<file path="config.mk">
export PLATFORM = sky130hd
export DESIGN_NAME = fbus_rx
export DESIGN_NICKNAME = d
export VERILOG_FILES = /design/src/rtl/fbr_pkg.sv /design/src/rtl/fbr_tick.sv /design/src/rtl/fbr_char.sv /design/src/rtl/fbr_idle.sv /design/src/rtl/fbr_fifo.sv /design/src/rtl/fbus_rx.sv
export SDC_FILE = /design/constraint.sdc
export NUM_CORES = 2
export LEC_CHECK = 0
export BUFFER_PORTS_ARGS = -buffer_cell sky130_fd_sc_hd__buf_4
export CORE_MARGIN = 8
export CORE_UTILIZATION = 45
export CTS_BUF_LIST = sky130_fd_sc_hd__clkbuf_4
export DETAILED_ROUTE_END_ITERATION = 12
export GPL_TIMING_DRIVEN = 1
export PLACE_DENSITY_LB_ADDON = 0.05
export REMOVE_ABC_BUFFERS = 1
export SLEW_MARGIN = 15
export SYNTH_ARGS = -nofsm -noshare
export SYNTH_HDL_FRONTEND = slang
export SYNTH_SLANG_ARGS = --single-unit
</file>
<file path="constraint.sdc">
create_clock -name clk -period 10.4 [get_ports clk]
set_clock_uncertainty 0.05 [all_clocks]
set_input_delay 1.56 -clock clk [delete_from_list [all_inputs] [get_ports clk]]
set_output_delay 1.56 -clock clk [all_outputs]
set_load 0.005 [all_outputs]
</file>
<file path="src/rtl/fbr_pkg.sv">
package fbr_pkg;
   localparam int OVS        = 16;  // samples per bit
   localparam int BYTE_W     = 8;
   localparam int IDLE_RUN   = 11;  // bit times of '1' that close a frame
   localparam int ENTRY_W    = 12;

   typedef enum logic [1:0] {
      TAG_DATA = 2'd0,
      TAG_SOF  = 2'd1,
      TAG_EOF  = 2'd2
   } fbr_tag_e;

   typedef struct packed {
      fbr_tag_e          tag;
      logic              ferr;
      logic              perr;
      logic [BYTE_W-1:0] data;
   } fbr_entry_t;
endpackage

</file>
<file path="src/rtl/fbr_tick.sv">
module fbr_tick #(
   parameter int DIV_W = 16
) (
   input  logic             clk,
   input  logic             rst_n,
   input  logic [DIV_W-1:0] div_val,
   output logic             tick
);
   logic [DIV_W-1:0] cnt;

   assign tick = (cnt >= div_val);

   always_ff @(posedge clk or negedge rst_n) begin
      if (!rst_n) cnt <= '0;
      else if (tick) cnt <= '0;
      else cnt <= cnt + 1'b1;
   end
endmodule

</file>
<file path="src/rtl/fbr_char.sv">
module fbr_char
   import fbr_pkg::*;
(
   input  logic              clk,
   input  logic              rst_n,
   input  logic              tick,
   input  logic              rx,
   output logic              vld,
   output logic [BYTE_W-1:0] data,
   output logic              perr,
   output logic              ferr
);
   localparam int PH_W = $clog2(OVS);
   localparam int BI_W = $clog2(BYTE_W);
   localparam logic [PH_W-1:0] PH_MID  = PH_W'(OVS/2 - 1);
   localparam logic [PH_W-1:0] PH_LAST = PH_W'(OVS - 1);
   localparam logic [BI_W-1:0] BI_LAST = BI_W'(BYTE_W - 1);

   typedef enum logic [2:0] {
      S_HUNT, S_START, S_DATA, S_PAR, S_STOP, S_WAITHI
   } st_e;

   st_e               st;
   logic [PH_W-1:0]   ph;
   logic [BI_W-1:0]   bidx;
   logic [BYTE_W-1:0] sh;
   logic              par_s;

   always_ff @(posedge clk or negedge rst_n) begin
      if (!rst_n) begin
         st    <= S_HUNT;
         ph    <= '0;
         bidx  <= '0;
         sh    <= '0;
         par_s <= 1'b0;
         vld   <= 1'b0;
         data  <= '0;
         perr  <= 1'b0;
         ferr  <= 1'b0;
      end else begin
         vld <= 1'b0;
         if (tick) begin
            case (st)
               S_HUNT: begin
                  if (!rx) begin
                     st <= S_START;
                     ph <= '0;
                  end
               end
               S_START: begin
                  if (ph == PH_MID) begin
                     ph   <= '0;
                     bidx <= '0;
                     st   <= rx ? S_HUNT : S_DATA;
                  end else ph <= ph + 1'b1;
               end
               S_DATA: begin
                  if (ph == PH_LAST) begin
                     ph <= '0;
                     sh <= {rx, sh[BYTE_W-1:1]};
                     if (bidx == BI_LAST) st <= S_PAR;
                     else bidx <= bidx + 1'b1;
                  end else ph <= ph + 1'b1;
               end
               S_PAR: begin
                  if (ph == PH_LAST) begin
                     ph    <= '0;
                     par_s <= rx;
                     st    <= S_STOP;
                  end else ph <= ph + 1'b1;
               end
               S_STOP: begin
                  if (ph == PH_LAST) begin
                     ph   <= '0;
                     vld  <= 1'b1;
                     data <= sh;
                     perr <= (^sh) ^ par_s;
                     ferr <= !rx;
                     st   <= rx ? S_HUNT : S_WAITHI;
                  end else ph <= ph + 1'b1;
               end
               S_WAITHI: begin
                  if (rx) st <= S_HUNT;
               end
               default: st <= S_HUNT;
            endcase
         end
      end
   end
endmodule

</file>
<file path="src/rtl/fbr_idle.sv">
module fbr_idle
   import fbr_pkg::*;
(
   input  logic clk,
   input  logic rst_n,
   input  logic tick,
   input  logic rx,
   output logic sync
);
   localparam int PH_W  = $clog2(OVS);
   localparam int RUN_W = $clog2(IDLE_RUN + 1);
   localparam logic [PH_W-1:0]  PH_LAST  = PH_W'(OVS - 1);
   localparam logic [RUN_W-1:0] RUN_FULL = RUN_W'(IDLE_RUN);
   localparam logic [RUN_W-1:0] RUN_PRE  = RUN_W'(IDLE_RUN - 1);

   logic [PH_W-1:0]  sub;
   logic [RUN_W-1:0] bits;

   always_ff @(posedge clk or negedge rst_n) begin
      if (!rst_n) begin
         sub  <= '0;
         bits <= '0;
         sync <= 1'b0;
      end else begin
         sync <= 1'b0;
         if (tick) begin
            if (!rx) begin
               sub  <= '0;
               bits <= '0;
            end else if (bits != RUN_FULL) begin
               sub <= sub + 1'b1;
               if (sub == PH_LAST) begin
                  bits <= bits + 1'b1;
                  if (bits == RUN_PRE) sync <= 1'b1;
               end
            end
         end
      end
   end
endmodule

</file>
<file path="src/rtl/fbr_fifo.sv">
module fbr_fifo #(
   parameter int DEPTH = 256,
   parameter int W     = 12,
   localparam int AW   = $clog2(DEPTH)
) (
   input  logic         clk,
   input  logic         rst_n,
   input  logic         wr_en,
   input  logic [W-1:0] wr_data,
   input  logic         rd_en,
   output logic [W-1:0] rd_data,
   output logic         rd_valid,
   input  logic         clr_ovf,
   output logic         overflow,
   output logic [AW:0]  fill
);
   localparam logic [AW:0] FULL = (AW+1)'(DEPTH);

   logic [W-1:0]  mem [DEPTH];
   logic [AW-1:0] wptr, rptr;
   logic          full, do_wr, do_rd;

   assign full     = (fill == FULL);
   assign rd_valid = (fill != '0);
   assign do_wr    = wr_en && !full;
   assign do_rd    = rd_en && rd_valid;
   assign rd_data  = mem[rptr];

   always_ff @(posedge clk) begin
      if (do_wr) mem[wptr] <= wr_data;
   end

   always_ff @(posedge clk or negedge rst_n) begin
      if (!rst_n) begin
         wptr     <= '0;
         rptr     <= '0;
         fill     <= '0;
         overflow <= 1'b0;
      end else begin
         if (do_wr) wptr <= wptr + 1'b1;
         if (do_rd) rptr <= rptr + 1'b1;
         case ({do_wr, do_rd})
            2'b10:   fill <= fill + 1'b1;
            2'b01:   fill <= fill - 1'b1;
            default: fill <= fill;
         endcase
         if (clr_ovf) overflow <= 1'b0;
         else if (wr_en && full) overflow <= 1'b1;
      end
   end
endmodule

</file>
<file path="src/rtl/fbus_rx.sv">
module fbus_rx
   import fbr_pkg::*;
#(
   parameter int DIV_W       = 16,
   parameter int DEPTH       = 256,
   parameter int SYNC_STAGES = 2,
   localparam int AW         = $clog2(DEPTH)
) (
   input  logic               clk,
   input  logic               rst_n,
   input  logic               rx_line,
   input  logic [DIV_W-1:0]   div_val,
   input  logic               rd_en,
   input  logic               clr_ovf,
   output logic [ENTRY_W-1:0] rd_data,
   output logic               rd_valid,
   output logic               overflow,
   output logic               sync_pulse
);
   initial begin
      if (DEPTH < 4 || (DEPTH & (DEPTH - 1)) != 0)
         $fatal(1, "fbus_rx: DEPTH must be a power of two of at least 4");
      if (SYNC_STAGES < 1 || SYNC_STAGES > 4)
         $fatal(1, "fbus_rx: SYNC_STAGES must lie in 1..4");
      if (DIV_W < 1)
         $fatal(1, "fbus_rx: DIV_W must be positive");
   end

   logic rx;

   generate
      if (SYNC_STAGES == 1) begin : g_sync1
         logic rq;
         always_ff @(posedge clk or negedge rst_n) begin
            if (!rst_n) rq <= 1'b1;
            else rq <= rx_line;
         end
         assign rx = rq;
      end else begin : g_syncn
         logic [SYNC_STAGES-1:0] rq;
         always_ff @(posedge clk or negedge rst_n) begin
            if (!rst_n) rq <= '1;
            else rq <= {rq[SYNC_STAGES-2:0], rx_line};
         end
         assign rx = rq[SYNC_STAGES-1];
      end
   endgenerate

   logic              tick;
   logic              chr_vld, chr_perr, chr_ferr;
   logic [BYTE_W-1:0] chr_data;
   logic              idle_sync;
   logic              sof_pend, seen;
   logic              wr_en;
   fbr_entry_t        wr_entry;
   logic [AW:0]       fill;

   fbr_tick #(.DIV_W(DIV_W)) u_tick (
      .clk(clk), .rst_n(rst_n), .div_val(div_val), .tick(tick)
   );

   fbr_char u_char (
      .clk(clk), .rst_n(rst_n), .tick(tick), .rx(rx),
      .vld(chr_vld), .data(chr_data), .perr(chr_perr), .ferr(chr_ferr)
   );

   fbr_idle u_idle (
      .clk(clk), .rst_n(rst_n), .tick(tick), .rx(rx), .sync(idle_sync)
   );

   always_ff @(posedge clk or negedge rst_n) begin
      if (!rst_n) begin
         sof_pend <= 1'b0;
         seen     <= 1'b0;
      end else if (idle_sync) begin
         sof_pend <= 1'b1;
         seen     <= 1'b0;
      end else if (chr_vld) begin
         sof_pend <= 1'b0;
         seen     <= 1'b1;
      end
   end

   always_comb begin
      wr_en = chr_vld || (idle_sync && seen);
      if (chr_vld) begin
         wr_entry.tag  = sof_pend ? TAG_SOF : TAG_DATA;
         wr_entry.ferr = chr_ferr;
         wr_entry.perr = chr_perr;
         wr_entry.data = chr_data;
      end else begin
         wr_entry.tag  = TAG_EOF;
         wr_entry.ferr = 1'b0;
         wr_entry.perr = 1'b0;
         wr_entry.data = '0;
      end
   end

   fbr_fifo #(.DEPTH(DEPTH), .W(ENTRY_W)) u_fifo (
      .clk(clk), .rst_n(rst_n),
      .wr_en(wr_en), .wr_data(wr_entry),
      .rd_en(rd_en), .rd_data(rd_data), .rd_valid(rd_valid),
      .clr_ovf(clr_ovf), .overflow(overflow), .fill(fill)
   );

   assign sync_pulse = idle_sync;
endmodule

</file>
# ---- After elaboration in Yosys (flattened, before gate mapping)
# Memory sizes are Yosys's and may differ from the RTL's.
# Index checks and enable logic that the tools add are counted.
dict set report classes {
  add_sub_neg 9
  order_cmp 1
  n_eq_ne 24
  muxes 43
  bitwise_logic 1
  n_reduce_logical 24
}
# cell n
set op_table {}
lappend op_table {{3-bit two-way mux} 11}
lappend op_table {{4-bit two-way mux} 8}
lappend op_table {{3-bit case mux with 6 select lines} 1}
lappend op_table {{9-bit case mux with 2 select lines} 1}
lappend op_table {{1-bit two-way mux} 17}
lappend op_table {{16-bit by 1-bit adder with 16-bit output, second input constant} 1}
lappend op_table {{8-bit by 1-bit adder with 8-bit output, second input constant} 2}
lappend op_table {{16-bit >= comparator} 1}
lappend op_table {{16-bit two-way mux} 1}
lappend op_table {{3-bit AND reduction} 5}
lappend op_table {{2-bit by 1-bit != test with 1-bit output, second input constant} 7}
lappend op_table {{4-bit by 1-bit adder with 4-bit output, second input constant} 3}
lappend op_table {{4-bit equality test, second input constant} 3}
lappend op_table {{12-bit two-way mux} 1}
lappend op_table {{4-bit case mux with 3 select lines} 1}
lappend op_table {{9-bit by 1-bit adder with 9-bit output, second input constant} 1}
lappend op_table {{3-bit equality test, second input constant} 3}
lappend op_table {{9-bit equality test, second input constant} 1}
lappend op_table {{9-bit nonzero test} 1}
lappend op_table {{9-bit by 1-bit subtractor with 9-bit output, second input constant} 1}
lappend op_table {{8-bit AND reduction} 1}
lappend op_table {{2-bit nonzero test} 4}
lappend op_table {{8-bit parity} 1}
lappend op_table {{3-bit by 2-bit equality test with 1-bit output, second input constant} 2}
lappend op_table {{18 further kinds} 24}
dict set report totals {
  ff_bits 85
  ram_bits 3072
  in_bits 21
  out_inout_bits 15
  elab_cells 123
  mem_count 1
}
# name depth width rd rd_ports_with_merged_regs wr line
set mem_list {}
lappend mem_list {u_fifo.mem 256 12 1 0 1 fbr_fifo.sv:19} ;# logic [W-1:0] mem [DEPTH];

# ---- Longest topological paths before layout
dict set report depth {
  ltp_word 6
  ltp_mapped 15
  ltp_nobuf 14
}

# ---- Cells and area by module
# Synthesis repeated with hierarchy kept, for this count alone.
dict set report hier_totals {
  hier_cells 5903
  area_unflattened_um2 123718.7
}
# mod instances cells_per_inst area_per_inst_um2 seq_area_each_um2
set by_module_without_submodules {}
lappend by_module_without_submodules {fbr_fifo 1 5580 120355.4 92899.1}
lappend by_module_without_submodules {fbr_char 1 117 1497.7 750.7}
lappend by_module_without_submodules {fbr_tick 1 129 1133.6 400.4}
lappend by_module_without_submodules {fbr_idle 1 55 526.8 225.2}
lappend by_module_without_submodules {fbus_rx 1 22 205.2 102.6}

# ---- Worst setup path after synthesis
# No wires, ideal clock.
dict set report synth_path {
  path_type {reg-to-reg}
  startpoint {register u_char.vld}
  endpoint {memory u_fifo.mem[0][9], data pin}
  setup_time_ns 1.276
  arrival_time_ns 8.967
  t_required_ns 9.074
  slack_ns 0.107
  path_stages_with_launch 3
  path_buffers 0
  synth_period_minus_slack_ns 10.293
  path_cell_list {dfrtp_1 -> inv_1 -> nor2_1}
}
dict set report synth_via {
  elab_chain_cells 1
}
# element line
set synth_rtl {}
lappend synth_rtl {{start: declaration} fbr_char.sv:8} ;# output logic vld,
lappend synth_rtl {{start signal: assignment} fbr_char.sv:36} ;# vld <= 1'b0;
lappend synth_rtl {{start signal: assignment} fbr_char.sv:41} ;# vld <= 1'b0;
lappend synth_rtl {{start signal: assignment} fbr_char.sv:75} ;# vld <= 1'b1;
lappend synth_rtl {{12-bit two-way mux} fbus_rx.sv:86} ;# if (chr_vld) begin
lappend synth_rtl {{named net u_fifo.wr_data[9]} fbr_fifo.sv:9} ;# input logic [W-1:0] wr_data,
lappend synth_rtl {{end: declaration} fbr_fifo.sv:19}
# The timed path passes the listed nets, and every way through them passes these cells.

# ---- Final worst setup path
dict set report layout_path {
  startpoint {register u_fifo.rptr[0]}
  endpoint {output port rd_data[4]}
}
dict set report layout_via {
  elab_chain_cells 1
}
# element line
set layout_rtl {}
lappend layout_rtl {{start: declaration} fbr_fifo.sv:20} ;# logic [AW-1:0] wptr, rptr;
lappend layout_rtl {{start signal: assignment} fbr_fifo.sv:41} ;# if (do_rd) rptr <= rptr + 1'b1;
lappend layout_rtl {{memory read 256 x 12 bit} -}
lappend layout_rtl {{end: declaration} fbus_rx.sv:15} ;# output logic [ENTRY_W-1:0] rd_data,
# No other way between the ends.

==> flow_metrics.env <==
export IMPL_status="finished, final reports clean"
export IMPL_fillCellCount=22300
export IMPL_min_from="g_syncn.rq[0]"
export IMPL_grt_max_degree=139
export IMPL_place_ws_ns=2.87
export IMPL_yosysMostFrequentCell="edfxtp_1"
export IMPL_avgSynthCellArea_um2=21.0
export IMPL_worst_slack_ns=1.39
export IMPL_powerDensity_mw_per_mm2=228
export IMPL_dr_first_iter_drc_count=7294
export IMPL_ant_nets=0
export IMPL_p_leak_nw=43.5
export IMPL_rsz0062_at_grt="false"
export IMPL_switchingPower_w=0.0100
export IMPL_r2r_worst_path_cells=8
export IMPL_layout_core_utilization_pct=51.1
export IMPL_cts_sinks=3157
export IMPL_clkLatencyLatePin_ns=1.54
export IMPL_nNetsFinal=6801
export IMPL_start_util_pct=45.0
export IMPL_num_rows=192
export IMPL_multi_input_area_mm2=0.0267
export IMPL_synth_edf_count=3072
export IMPL_grt_ovfl_total=0
export IMPL_dieHeight_um=538
export IMPL_synth_top_cell_by_area="edfxtp_1"
export IMPL_portBuffers=35
export IMPL_worst_pin_slew_ns=1.30
export IMPL_cts_buffer_depth=4
export IMPL_tns_ns=0
export IMPL_startpoint="u_fifo.rptr[0]"
export IMPL_synthTopCellsByCount="3072 x edfxtp_1, 687 x mux4_2, 333 x nor2_1"
export IMPL_final_design_area_no_fill_mm2=0.139
export IMPL_postPlaceCellArea_mm2=0.129
export IMPL_ys_types=73
export IMPL_hold_viol=0
export IMPL_drt_wirelength_per_cell_um=33.7
export IMPL_endpoint_kind="output pin"
export IMPL_ys_seq_area_share_pct=76.8
export IMPL_path_class="reg2out"
export IMPL_grt_pass1_wl_um=513000
export IMPL_synth_ff_type="edfxtp_1"
export IMPL_postSynthCellCount=5857
export IMPL_remaining_drc_errors=0
export IMPL_yosys_warnings=0
export IMPL_hold_class="reg2reg"
export IMPL_max_slew_margin_rel_pct=12.9
export IMPL_synth_area_mm2=0.123
export IMPL_cap_violations=0
export IMPL_vias=64800
export IMPL_cts_tree="yes"
export IMPL_drive_gt1_share_pct=34.6
export IMPL_synth_area_leaders="edfxtp_1 75%, mux4_2 13%, mux2i_1 2.2%, dfrtp_1 1.7%, nor2_1 1.0%"
export IMPL_dieWidth_um=538
export IMPL_finalCritPeriodShare_pct=86.6
export IMPL_holdBufCountCts=3
export IMPL_arrival_ns=7.40
export IMPL_finalCriticalPeriod_ns=9.01
export IMPL_pin_count=36
export IMPL_p_int_w=0.0218
export IMPL_core_area_mm2=0.273
export IMPL_synthArstFlopShare_pct=2.69
export IMPL_fmax_ghz=0.111
export IMPL_clkPwrFrac_pct=33.4
export IMPL_routabilityCongestion=0.834
export IMPL_power_share_switching_pct=31.6
export IMPL_grt_util_all_layers_pct=24.7
export IMPL_setup_viol=0
export IMPL_grt_pass1_vias=66500
export IMPL_synth_top_cell_area_share_pct=75.1
export IMPL_maxSlewViolCount=0
export IMPL_ys_seq_elements=3157
export IMPL_comb_power_share_pct=22.4
export IMPL_clkTransAtPathRegs_ns=0.07
export IMPL_area_delta_synth_final_pct=13.5
export IMPL_numCtsBuffers=813
export IMPL_dp_hpwl_um=223000
export IMPL_drt_wl_total_um=368000
export IMPL_start_kind="flip-flop"
export IMPL_htree_levels=6
export IMPL_hold_depth=0
export IMPL_rr_startpoint="u_char.vld"
export IMPL_ctsRootBufferMaster="clkbuf_4"
export IMPL_seq_power_share_pct=44.2
export IMPL_antenna_found_initial=13
export IMPL_via_per_inst=5.95
export IMPL_die_area_mm2=0.290
export IMPL_ctsResizeCount=0
export IMPL_detail_route_first_pass_iterations=5
export IMPL_required_ns=8.79
export IMPL_ff_latch_area_mm2=0.0944
export IMPL_worst_path_max_fanout=38
export IMPL_ir_drop_mv=0.183
export IMPL_post_cts_repair_setup_buffers=0
[flip-flops by register name, summed over array words and instances, names as in the netlist, 2 cells and up]
name,flops
u_char.data,8
u_char.sh,8
g_syncn.rq,2
u_idle.bits,4
u_fifo.fill,9
u_char.st,3
u_tick.cnt,16
u_fifo.rptr,8
u_char.bidx,3
u_idle.sub,4
u_fifo.wptr,8
u_fifo.mem,3072
u_char.ph,4
[kinds of logic after synthesis]
logic type	Yosys count	share of synthesized area, %
DFF	3157	76.8
muxes	982	15.0
and+or+nand+nor	656	2.33
AOI/OAI and AO/OA	603	3.43
buffers and inverters	377	1.65
xor gates and xnor gates	45	0.321
adders and majority gates	37	0.383
[placed cells by master, fill, tap and decap left out, types with 11 or more instances in the layout]
cell      synthesis  layout
nor2_1          333     292
mux4_2          687     687
inv_1            34      32
and3_1           11      11
a21oi_1         125     125
a221oi_1         65      65
nand3_1          65      64
o22ai_1          36      36
inv_6             0      17
o211ai_1         17      17
a22oi_1         123     123
buf_12            3      14
clkinv_1          1      74
nor3_1           26      26
clkbuf_4          0    1243
nor2_2            0      37
nand2b_1         12      11
xor2_1           18      18
nand4_1          23      23
o21ai_0          65      64
dfrtp_1          83      75
a22o_1           21      21
xnor2_1          27      27
o221ai_1         23      23
ha_1             36      36
and2_4            0      11
buf_4            25     395
nand2_2           0      11
nor2b_1          22      16
mux2_2           28      28
a211oi_1         34      34
edfxtp_1       3072    3072
nand2_1         124     108
a31oi_1          13      13
mux2i_1         266     266
[worst paths after layout]
| path | to | slack [ns] |
|---|---|---|
| max in group asynchronous | u_fifo.rptr[5] | 8.54 |
| worst min-delay path | g_syncn.rq[1] | 0.31 |
| min in group asynchronous | u_tick.cnt[8] | 0.50 |
| worst min register to register | g_syncn.rq[1] | 0.31 |
| worst max register to register | u_fifo.mem[203][5] | 4.95 |
| worst max-delay path | rd_data[4] | 1.39 |
[power by group through the flow]
stage / Sequential (W) / Clock [W] / Combinational, W
6_report: 0.0141 / 0.0106 / 0.00712
5_1_grt: 0.0141 / 0.0115 / 0.00738
3_5_place_dp: 0.0144 / 0 / 0.00718
4_1_cts: 0.0141 / 0.0109 / 0.00719
2_1_floorplan: 0.0148 / 0 / 0.00368
3_3_place_gp: 0.0144 / 0 / 0.00717
[area by class of cell]
type | count | share of cell area [%]
Sequential cell | 3157 | 67.7
Multi-Input combinational cell | 2323 | 19.2
Clock buffer | 1243 | 6.70
Tap cell | 3589 | 3.22
Timing Repair Buffer | 413 | 2.37
Clock inverter | 131 | 0.684
Inverter | 35 | 0.105
Antenna cell | 10 | 0.0180
[metrics by stage]
stage	power, W	instances	hold WS, ns
CTS	0.0322	10900	0.251
global route	0.0330	10900	0.309
finish	0.0318	10900	0.305
detailed placement	0.0215	9514	0.297
floorplan	0.0184	5515	0.295
global placement	0.0215	9510	0.296
[worst max-delay path, cell delays in order (launching register included)]
cell      delay [ns]
dfrtp_4         1.13
buf_4           0.45
buf_4           0.64
mux2i_1         0.19
a221oi_1        0.47
a21oi_1         0.08
o21ai_0         0.84
nand4_1         0.44
a21o_1          0.39
a211oi_1        0.78
buf_4           0.23
buf_4           0.11
[metal layers]
metal / wire [um] / GRT usage (%)
met1: 156000 / 34.5
met3: 24500 / 4.45
met2: 175000 / 39.2
met5: 14 / 0
met4: 12800 / 9.12
Power figures use the tool's default switching activity.
